**config.mk**
```make
export PLATFORM = sky130hd
export DESIGN_NAME = copro_ctl_regs
export DESIGN_NICKNAME = d
export VERILOG_FILES = /design/src/rtl/copro_pkg.sv /design/src/rtl/copro_decode.sv /design/src/rtl/copro_ctl_bank.sv /design/src/rtl/copro_rd_path.sv /design/src/rtl/copro_ctl_regs.sv
export SDC_FILE = /design/constraint.sdc
export NUM_CORES = 1
export LEC_CHECK = 0
export BUFFER_PORTS_ARGS = -buffer_cell sky130_fd_sc_hd__buf_2
export CAP_MARGIN = 10
export CORE_AREA = 2 2 39 41
export CTS_CLUSTER_SIZE = 30
export DETAILED_ROUTE_END_ITERATION = 16
export DIE_AREA = 0 0 41 43
export HOLD_SLACK_MARGIN = 0.02
export REMOVE_ABC_BUFFERS = 1
export SETUP_SLACK_MARGIN = 0.15
export SYNTH_ARGS = -nofsm -noshare
export SYNTH_HDL_FRONTEND = slang
export SYNTH_SLANG_ARGS = --single-unit
```
**constraint.sdc**
```tcl
create_clock -name clk -period 1.6 [get_ports clk]
set_input_delay 0.24 -clock clk [delete_from_list [all_inputs] [get_ports clk]]
set_output_delay 0.24 -clock clk [all_outputs]
set_load 0.05 [all_outputs]
```
**src/rtl/copro_pkg.sv**
```systemverilog
package copro_pkg;

   typedef enum logic [1:0] {
      RG_NONE = 2'd0,
      RG_MODE = 2'd1,
      RG_REQ  = 2'd2,
      RG_HOLD = 2'd3
   } region_e;

endpackage

```
**src/rtl/copro_decode.sv**
```systemverilog
module copro_decode
   import copro_pkg::*;
#(
   parameter int ADDR_W   = 14,
   parameter int OFS_MODE = 'h000,
   parameter int OFS_REQ  = 'h100,
   parameter int OFS_HOLD = 'h200
) (
   input  logic [ADDR_W-1:0] addr,
   output region_e           region
);

   localparam int SPAN = 1 << ADDR_W;

   if (OFS_MODE >= SPAN || OFS_REQ >= SPAN || OFS_HOLD >= SPAN) begin : g_bad_span
      $error("copro_decode: register offset outside the address window");
   end
   if (OFS_MODE == OFS_REQ || OFS_MODE == OFS_HOLD || OFS_REQ == OFS_HOLD) begin : g_bad_dup
      $error("copro_decode: register offsets must be distinct");
   end

   localparam logic [ADDR_W-1:0] A_MODE = OFS_MODE[ADDR_W-1:0];
   localparam logic [ADDR_W-1:0] A_REQ  = OFS_REQ[ADDR_W-1:0];
   localparam logic [ADDR_W-1:0] A_HOLD = OFS_HOLD[ADDR_W-1:0];

   always_comb begin
      unique case (addr)
         A_MODE:  region = RG_MODE;
         A_REQ:   region = RG_REQ;
         A_HOLD:  region = RG_HOLD;
         default: region = RG_NONE;
      endcase
   end

endmodule

```
**src/rtl/copro_ctl_bank.sv**
```systemverilog
module copro_ctl_bank
   import copro_pkg::*;
#(
   parameter int DATA_W = 8
) (
   input  logic              clk,
   input  logic              rst,
   input  logic              wr_en,
   input  region_e           region,
   input  logic [DATA_W-1:0] wdata,
   output logic              req_q,
   output logic              hold_q
);

   logic byte_nz;
   assign byte_nz = |wdata;

   always_ff @(posedge clk) begin
      if (rst) begin
         req_q  <= 1'b0;
         hold_q <= 1'b1;
      end else if (wr_en) begin
         if (region == RG_REQ)  req_q  <= byte_nz;
         if (region == RG_HOLD) hold_q <= ~byte_nz;
      end
   end

endmodule

```
**src/rtl/copro_rd_path.sv**
```systemverilog
module copro_rd_path
   import copro_pkg::*;
#(
   parameter int DATA_W = 8
) (
   input  logic              clk,
   input  logic              rst,
   input  logic              rd_en,
   input  logic              wr_en,
   input  region_e           region,
   input  logic              req_q,
   input  logic              hold_q,
   output logic [DATA_W-1:0] rdata,
   output logic              err
);

   logic              status_bit;
   logic [DATA_W-1:0] status_word;
   logic              bad_rd;
   logic              bad_wr;

   assign status_bit = req_q & hold_q;

   if (DATA_W == 1) begin : g_narrow
      assign status_word = status_bit;
   end else begin : g_wide
      assign status_word = {{(DATA_W-1){1'b0}}, status_bit};
   end

   assign bad_rd = rd_en && (region != RG_REQ);
   assign bad_wr = wr_en && (region == RG_NONE);

   always_ff @(posedge clk) begin
      if (rst) begin
         rdata <= '0;
         err   <= 1'b0;
      end else begin
         rdata <= (rd_en && region == RG_REQ) ? status_word : '0;
         err   <= bad_rd | bad_wr;
      end
   end

endmodule

```
**src/rtl/copro_ctl_regs.sv**
```systemverilog
module copro_ctl_regs
   import copro_pkg::*;
#(
   parameter int ADDR_W   = 14,
   parameter int DATA_W   = 8,
   parameter int OFS_MODE = 'h000,
   parameter int OFS_REQ  = 'h100,
   parameter int OFS_HOLD = 'h200
) (
   input  logic              clk,
   input  logic              rst,
   input  logic [ADDR_W-1:0] addr,
   input  logic [DATA_W-1:0] wdata,
   input  logic              rd_en,
   input  logic              wr_en,
   output logic [DATA_W-1:0] rdata,
   output logic              err,
   output logic              bus_req,
   output logic              cop_reset
);

   if (DATA_W < 1) begin : g_bad_width
      $error("copro_ctl_regs: DATA_W must be at least 1");
   end

   region_e region;
   logic    req_q;
   logic    hold_q;

   copro_decode #(
      .ADDR_W  (ADDR_W),
      .OFS_MODE(OFS_MODE),
      .OFS_REQ (OFS_REQ),
      .OFS_HOLD(OFS_HOLD)
   ) u_decode (
      .addr  (addr),
      .region(region)
   );

   copro_ctl_bank #(.DATA_W(DATA_W)) u_bank (
      .clk   (clk),
      .rst   (rst),
      .wr_en (wr_en),
      .region(region),
      .wdata (wdata),
      .req_q (req_q),
      .hold_q(hold_q)
   );

   copro_rd_path #(.DATA_W(DATA_W)) u_rd (
      .clk   (clk),
      .rst   (rst),
      .rd_en (rd_en),
      .wr_en (wr_en),
      .region(region),
      .req_q (req_q),
      .hold_q(hold_q),
      .rdata (rdata),
      .err   (err)
   );

   assign bus_req   = req_q;
   assign cop_reset = hold_q;

endmodule

```
==> results of run 1 <==
## per-stage QoR
step / power, uW / utilization / setup slack (ns)
floorplan: 157 / - / 0.0783
global placement: 192 / 0.310 / -0.0434
detailed placement: 193 / 0.310 / -0.0611
CTS: 322 / 0.326 / 0.177
global route: 339 / 0.337 / 0.175
finish: 316 / 0.337 / 0.169
## synth_stat cells
cell	number	area, um2
o41ai_1	1	8.76
a21oi_1	1	5.00
nand2b_1	1	6.26
nand3b_1	2	15.0
mux2i_1	1	10.0
a211oi_1	1	7.51
or4_4	3	33.8
nor2_1	1	3.75
nor2b_1	1	6.26
mux2_2	1	11.3
conb_1	1	3.75
nor4_2	1	12.5
buf_4	7	52.6
inv_1	1	3.75
and4_1	1	8.76
dfxtp_1	4	80.1
nor4_1	4	25.0
## how the worst max path moves through the flow
| stage | endpoint | slack, ns |
|---|---|---|
| 2_1_floorplan | u_bank.req_q | 0.08 |
| 3_5_place_dp | u_bank.req_q | -0.06 |
| 6_report | u_bank.req_q | 0.17 |
| 4_1_cts | u_bank.req_q | 0.18 |
| 3_3_place_gp | u_bank.req_q | -0.04 |
| 5_1_grt | u_bank.req_q | 0.18 |
## routing by layer
metal	up-vias	global-route usage	share of wire
met5	-	0	0
met4	0	0.0200	0
li1	170	-	-
met3	0	0.0785	0.15
met1	141	0.0836	0.38
met2	30	0.156	0.47
## kinds of logic (layout without fill, tap and decap cells)
group	count (synthesis)	count (layout)
buffers and inverters	8	33
AO/OA/AOI/OAI	3	3
flip-flops	4	4
multiplexers	2	2
other	1	7
AND/OR/NAND/NOR	14	14
## worst max-delay path: stages
cell and delay, ns:
buf_2 0.09, or4_4 0.57, nor4_4 0.29, mux2_2 0.35
## sequential cells by signal, summed over array words and instances (netlist names)
signal and count:
u_bank.hold_q 1, u_bank.req_q 1, u_rd.err 1, u_rd.rdata 1
## area by class of cell
| class | count | area [um2] |
|---|---|---|
| Timing Repair Buffer | 29 | 145 |
| Fill cell | 156 | 917 |
| Inverter | 1 | 3.75 |
| Multi-Input combinational cell | 26 | 195 |
| Clock buffer | 3 | 22.5 |
| Tap cell | 16 | 20.0 |
| Sequential cell | 4 | 80.1 |
## repair_timing
action / 4_1_cts / 5_1_grt
gates resized for setup: 0 / 2
hold buffers: 0 / 0
setup endpoints to repair: 0 / 2
## power by group
| group | internal [uW] | switching (uW) | total [uW] |
|---|---|---|---|
| registers | 102 | 0.362 | 102 |
| logic | 29.7 | 60.8 | 90.5 |
| clock network | 83.8 | 39.4 | 123 |
==> flow_metrics.tcl, run 1 <==
set metrics [dict create \
    post-route-drc-count 0 \
    cts_sinks 4 \
    grt_max_degree 5 \
    worstSetupPathType "in2reg" \
    drv_slew 0 \
    synth.distinct_cells 17 \
    avgViaCountPerCell 4.32 \
    dr.pass1.iters 2 \
    fin_area_um2 467 \
    drv_cap 0 \
    synthMuxAreaShare 0.0723 \
    grt_pass1_vias 300 \
    drt_iter0_drc 1 \
    r2r-start "u_bank.req_q" \
    clk_latency_ns 0.23 \
    synthAdderAreaFrac 0 \
    holdPathEnd "u_rd.err" \
    reg2reg_slack_ns 0.80 \
    io_buffers 29 \
    syn2layout_area_growth_pct 58.7 \
    cp-start-kind "input pin" \
    avgSynthCellArea_um2 9.19 \
    start_util 0.212 \
    min_from "rst" \
    synth_compound_area_frac 0.0723 \
    placed_area_um2 429 \
    rsz0062_at_grt "no" \
    tritoncts "built" \
    ant_nets 0 \
    ir_drop_mv 0.406 \
    min_path_cells 2 \
    cts_made_buffers 3 \
    holdCritPathClass "in2reg" \
    path_max_fanout 4 \
    min_period_ns 1.43 \
    synth-seq-cells 4 \
    place_congestion 0.731 \
    detail_route.wl_per_cell_um 9.30 \
    antenna_found_initial 0 \
    worstRegToRegCells 2 \
    grt_pass1_wl_um 1070 \
    power_density_mw_per_mm2 677 \
    crit_arrival_ns 1.55 \
    synth_top_family_by_area "simple AND/OR/NAND/NOR gates" \
    groute.usage.overall 0.0944 \
    finalHoldViolations 0 \
    clockBufferDepth 2 \
    final_common_cell "buf_2" \
    vias 341 \
    grt.overflow.total 0 \
    final_nets 91 \
    coreArea_mm2 0.00138 \
    power.leakage_uw 0.000234 \
    die_area_mm2 0.00176 \
    final_cells 79 \
    cp_data_required_time_ns 1.72 \
    status "finished clean" \
    yosys.area_share.simple 0.379 \
    dp_hpwl_um 633 \
    yosys.area_share.xor_xnor 0 \
    critPathLaunch "addr[7]" \
    die_y_um 43 \
    reg2reg_to "u_bank.req_q" \
    root_buffer "clkbuf_4" \
    cts.htree.levels 1 \
    num_io_pins 37 \
    drive_above_1_share 0.603 \
    ys_seq_area_frac 0.272 \
    placedCellCount 76 \
    setup_viol 0 \
    cts_setup_buffers 0 \
    finalCritPeriodShare 0.895 \
    max_freq_mhz 699 \
    layout_common_cells "buf_2, conb_1, dfxtp_1" \
    yosys_warnings 0 \
    fp.dieW_um 41 \
    holdWs_ns 0.217 \
    fin_worst_skew_ns 0.0000686 \
    clk_pin_slew_ns 0.04 \
    num_rows 14 \
    finalSetupTns_ns 0 \
    end_kind "register" \
    wirelength_um 735 \
    syn_inst 32 \
    antenna_cells 0 \
    syn_area_um2 294 \
]
Note: power is estimated with default switching activity, not from simulation.
==> run 2, diff against run 1 <==
--- a/config.mk
+++ b/config.mk
@@ -5,13 +5,16 @@
 export SDC_FILE = /design/constraint.sdc
 export NUM_CORES = 1
 export LEC_CHECK = 0
-export BUFFER_PORTS_ARGS = -buffer_cell sky130_fd_sc_hd__buf_2
 export CAP_MARGIN = 10
-export CORE_AREA = 2 2 39 41
+export CELL_PAD_IN_SITES_DETAIL_PLACEMENT = 1
+export CELL_PAD_IN_SITES_GLOBAL_PLACEMENT = 2
+export CORE_MARGIN = 2
+export CORE_UTILIZATION = 21
 export CTS_CLUSTER_SIZE = 30
 export DETAILED_ROUTE_END_ITERATION = 16
-export DIE_AREA = 0 0 41 43
+export DONT_BUFFER_PORTS = 1
 export HOLD_SLACK_MARGIN = 0.02
+export PLACE_DENSITY_LB_ADDON = 0.1
 export REMOVE_ABC_BUFFERS = 1
 export SETUP_SLACK_MARGIN = 0.15
 export SYNTH_ARGS = -nofsm -noshare
==> run 2 against run 1 <==
Net effect:
- register-to-register slack lost 0.18 ns
- power shrank 11%
- routed wire length shrank 8.6%
- clock skew grew 0.0045 ns
- hold slack lost 0.13 ns
- fmax grew 8.5%
- critical path depth shrank 1
- highest routed layer is now met4
- sequential share of layout area grew 8.4 points
- global-route usage shrank 1.5 points
==> flow_metrics.tcl, run 2 (synthesized netlist as in run 1, its figures left out) <==
set metrics [dict create \
    detail_route.wl_per_cell_um 13.4 \
    start_util 0.226 \
    cts_made_buffers 3 \
    cts_hold_buf 0 \
    switching_share 0.313 \
    finalSetupTns_ns 0 \
    root_buffer "clkbuf_4" \
    wirelength_um 672 \
    relSlewSlack 0.641 \
    num_rows 13 \
    rsz0062_at_grt "no" \
    final_common_cell "conb_1" \
    cts.htree.levels 1 \
    avgViaCountPerCell 4.78 \
    die_y_um 41.4 \
    power_frac_clock 0.441 \
    critPathLaunch "addr[7]" \
    grt.overflow.total 0 \
    fp.dieW_um 41.4 \
    num_io_pins 37 \
    drv_cap 0 \
    drt_iter0_drc 1 \
    post-route-drc-count 0 \
    ant_nets 0 \
    antenna_found_initial 0 \
    finalHoldViolations 0 \
    clockBufferDepth 2 \
    die_area_mm2 0.00172 \
    path_max_fanout 4 \
    crit_arrival_ns 1.44 \
    combPwrFrac 0.174 \
    clk_latency_ns 0.23 \
    holdCritPathClass "in2reg" \
    placed_area_um2 290 \
    coreArea_mm2 0.00130 \
    end_kind "register" \
    sequentialPowerShare 0.385 \
    final_nets 63 \
    worstSetupPathType "in2reg" \
    tightest_slew_ns 0.538 \
    ctsResizeCount 0 \
    min_from "rst" \
    place_congestion 0.524 \
    syn2layout_area_growth_pct 6.38 \
    groute.usage.overall 0.0789 \
    dp_hpwl_um 624 \
    grt_max_degree 5 \
    cts_sinks 4 \
    setup_viol 0 \
    tritoncts "built" \
    fin_area_um2 313 \
    p_sw_uw 87.9 \
    antenna_cells 0 \
    grt_pass1_wl_um 959 \
    cts_setup_buffers 0 \
    vias 239 \
    drv_slew 0 \
    ir_drop_mv 0.131 \
    intPower_uw 193 \
    layout_common_cells "conb_1, nor4_1, dfxtp_1" \
    min_period_ns 1.32 \
    dr.pass1.iters 3 \
    status "finished clean" \
    drive_above_1_share 0.257 \
    clk_pin_slew_ns 0.04 \
    r2r-start "u_bank.hold_q" \
    grt_pass1_vias 252 \
    cp-start-kind "input pin" \
    max_freq_mhz 758 \
    power.leakage_uw 0.000111 \
    io_buffers 0 \
    power_density_mw_per_mm2 900 \
    cp_data_required_time_ns 1.72 \
    fin_worst_skew_ns 0.00459 \
    final_util 0.240 \
    finalCritPeriodShare 0.825 \
]
-- run 2: cell count changes in the layout (fill, tap and decap cells not counted), sizes merged --
cell	before	now
buf	29	1
-- run 2: layout make-up --
| cell class | instances | area [um2] |
|---|---|---|
| clock buffer | 3 | 22.5 |
| fill | 165 | 988 |
| multi-input combinational | 26 | 180 |
| tap | 15 | 18.8 |
| sequential | 4 | 80.1 |
| timing repair buffer | 1 | 7.51 |
| inverter | 1 | 3.75 |
-- run 2: power groups by stage --
stage	Sequential [uW]	Combinational, uW	Clock, uW
final	108	48.9	124
after floorplan	110	47.1	0
after detailed placement	110	48.9	0
after global placement	110	48.8	0
after CTS	108	48.9	132
after global routing	108	50.7	136
-- run 2: path summary, 6_finish.rpt --
kind,depth (start not counted),slack (ns),to
setup reg to reg,1,0.62,u_rd.rdata[0]
hold / removal,1,0.09,u_rd.err
hold reg to reg,2,0.66,u_bank.req_q
setup / recovery,3,0.28,u_bank.req_q
-- run 2: worst max-delay path, stage by stage --
cell and delay [ns]:
or4_4 0.54, nor4_2 0.30, mux2_2 0.36
-- run 2: metrics by stage --
stage               power, uW  worst slack (ns)  hold slack, ns  cells
global placement          159            0.0523           0.322     47
CTS                       289             0.281          0.0779     50
floorplan                 157            0.0783           0.313     31
finish                    281             0.280          0.0874     50
detailed placement        159            0.0259           0.327     47
global route              295             0.247          0.0784     50
-- run 2: per-layer routing --
metal | share of wire | routed length [um] | GRT usage | vias to the layer above
met1 | 0.35 | 236 | 0.0711 | 106
met4 | 0.0060 | 4 | 0.0774 | 0
met3 | 0.11 | 75 | 0.0478 | 2
met5 | 0 | 0 | 0 | -
li1 | - | - | - | 115
met2 | 0.53 | 356 | 0.119 | 16
==> run 3, diff against run 2 <==
--- a/config.mk
+++ b/config.mk
@@ -8,10 +8,10 @@
 export CAP_MARGIN = 10
 export CELL_PAD_IN_SITES_DETAIL_PLACEMENT = 1
 export CELL_PAD_IN_SITES_GLOBAL_PLACEMENT = 2
-export CORE_MARGIN = 2
-export CORE_UTILIZATION = 21
+export CORE_AREA = 2 2 39 41
 export CTS_CLUSTER_SIZE = 30
 export DETAILED_ROUTE_END_ITERATION = 16
+export DIE_AREA = 0 0 41 43
 export DONT_BUFFER_PORTS = 1
 export HOLD_SLACK_MARGIN = 0.02
 export PLACE_DENSITY_LB_ADDON = 0.1
==> constraint.sdc (replaced) <==
create_clock -name clk -period 1.35 [get_ports clk]
set_input_delay 0.2025 -clock clk [delete_from_list [all_inputs] [get_ports clk]]
set_output_delay 0.2025 -clock clk [all_outputs]
set_load 0.05 [all_outputs]
==> run 3 against run 2 <==
Net effect:
- clock skew shrank 0.0021 ns
- sequential share of layout area shrank 2.5 points
- global-route usage grew 0.62 points
- first-iteration DRC count shrank 100%
- core utilization grew 1.0 points
- combinational power grew 25%
- setup slack lost 0.21 ns
- routed wire length grew 1.6%
- register-to-register slack lost 0.08 ns
- flip-flop and latch count is the same
- non-clock buffer count grew 1
- power grew 20%
- largest power group unchanged
==> flow_metrics.tcl, run 3 (synthesized netlist as in run 1, its figures left out) <==
set metrics [dict create \
    detail_route.wl_per_cell_um 13.1 \
    power_density_mw_per_mm2 977 \
    vias 251 \
    reg2reg_slack_ns 0.54 \
    finalSetupTns_ns 0 \
    status "finished clean" \
    cp_cell_sequence "or4_4 -> nor4_4 -> mux2_4" \
    worstSetupPathType "in2reg" \
    drv_cap 0 \
    place_congestion 0.632 \
    grt_pass1_vias 247 \
    power_uw 338 \
    critPathSlowestCell "or4_4" \
    syn2layout_area_growth_pct 17.9 \
    clk_pin_slew_ns 0.04 \
    power.leakage_uw 0.000129 \
    ir_drop_mv 0.247 \
    coreArea_mm2 0.00138 \
    num_rows 14 \
    cpPeakStageDelay_ns 0.56 \
    avgViaCountPerCell 4.83 \
    grt_max_degree 5 \
    cts_sinks 4 \
    end_kind "register" \
    holdCritPathClass "in2reg" \
    cts.htree.levels 1 \
    drv_slew 0 \
    post-route-drc-count 0 \
    finalHoldViolations 0 \
    antenna_cells 0 \
    final_util 0.250 \
    max_freq_mhz 783 \
    fillers 175 \
    io_buffers 0 \
    cts_made_buffers 3 \
    final_nets 64 \
    start_util 0.212 \
    multiInputGateArea_um2 205 \
    fin_worst_skew_ns 0.00250 \
    grt.overflow.total 0 \
    min_period_ns 1.28 \
    regArea_um2 80.1 \
    cts_hold_buf 0 \
    drt_iter0_drc 0 \
    finalCritPeriodShare 0.946 \
    crit_arrival_ns 1.40 \
    cp_data_required_time_ns 1.47 \
    drive_above_1_share 0.333 \
    num_io_pins 37 \
    rsz0062_at_grt "yes" \
    grt_pass1_wl_um 972 \
    final_common_cell "conb_1" \
    cp-start-kind "input pin" \
    wirelength_um 683 \
    die_y_um 43 \
    clk_latency_ns 0.23 \
    clockBufferDepth 2 \
    setup_viol 0 \
    tritoncts "built" \
    antenna_found_initial 0 \
    fp.dieW_um 41 \
    dp_hpwl_um 613 \
    layout_common_cells "conb_1, dfxtp_1, or4_4, clkbuf_4" \
    groute.usage.overall 0.0851 \
    root_buffer "clkbuf_4" \
    ant_nets 0 \
    dr.pass1.iters 1 \
    die_area_mm2 0.00176 \
    path_max_fanout 4 \
]
[run 3: changes by cell type in the layout (fill, tap and decap cells not counted), sizes merged]
cell / previous run / this run
buf: 1 / 2
[run 3: report_power, final]
| part | internal (uW) | leakage [uW] | switching [uW] |
|---|---|---|---|
| Sequential | 121 | 0.0000326 | 7.71 |
| Combinational | 9.32 | 0.0000822 | 51.5 |
| Clock | 99.5 | 0.0000138 | 49.6 |
| Total | 230 | 0.000129 | 109 |
[run 3: final timing paths]
check,end,startpoint,cells past startpoint
worst max register to register,u_bank.req_q,u_bank.req_q,2
worst min register to register,u_rd.rdata[0],u_bank.hold_q,1
worst min-delay path,u_rd.err,rst,1
worst max-delay path,u_bank.req_q,addr[2],3
[run 3: timing repair]
action,in CTS,in global routing
pin swaps,1,0
resized for setup,2,2
setup endpoints to repair,3,4
buffers inserted,0,0
[run 3: metal layers]
| layer | up-vias | wire [um] | part of all wire | global-route usage |
|---|---|---|---|---|
| met1 | 110 | 224 | 0.33 | 0.0955 |
| met4 | 0 | 0 | 0 | 0.100 |
| li1 | 116 | - | - | - |
| met3 | 0 | 101 | 0.15 | 0.0157 |
| met2 | 25 | 356 | 0.52 | 0.116 |
| met5 | - | 0 | 0 | 0 |
[run 3: critical path, delay by kind of cell]
kind / cells / cell delay [ns]
muxes: 1 / 0.32
and+or+nand+nor: 2 / 0.87
[run 3: cell type report]
type | count | share of cell area
Clock buffer | 3 | 0.0650
Inverter | 1 | 0.0108
Multi-Input combinational cell | 26 | 0.592
Sequential cell | 4 | 0.231
Tap cell | 16 | 0.0578
Timing Repair Buffer | 2 | 0.0433
[run 3: through the flow]
stage / worst slack [ns] / instance area [um2] / hold slack (ns) / std cells
2_1_floorplan: -0.134 / 264 / 0.275 / 31
3_3_place_gp: -0.165 / 299 / 0.279 / 49
3_5_place_dp: -0.193 / 299 / 0.278 / 49
4_1_cts: 0.0862 / 334 / 0.0281 / 52
5_1_grt: 0.0563 / 347 / 0.0360 / 52
6_report: 0.0727 / 347 / 0.0382 / 52
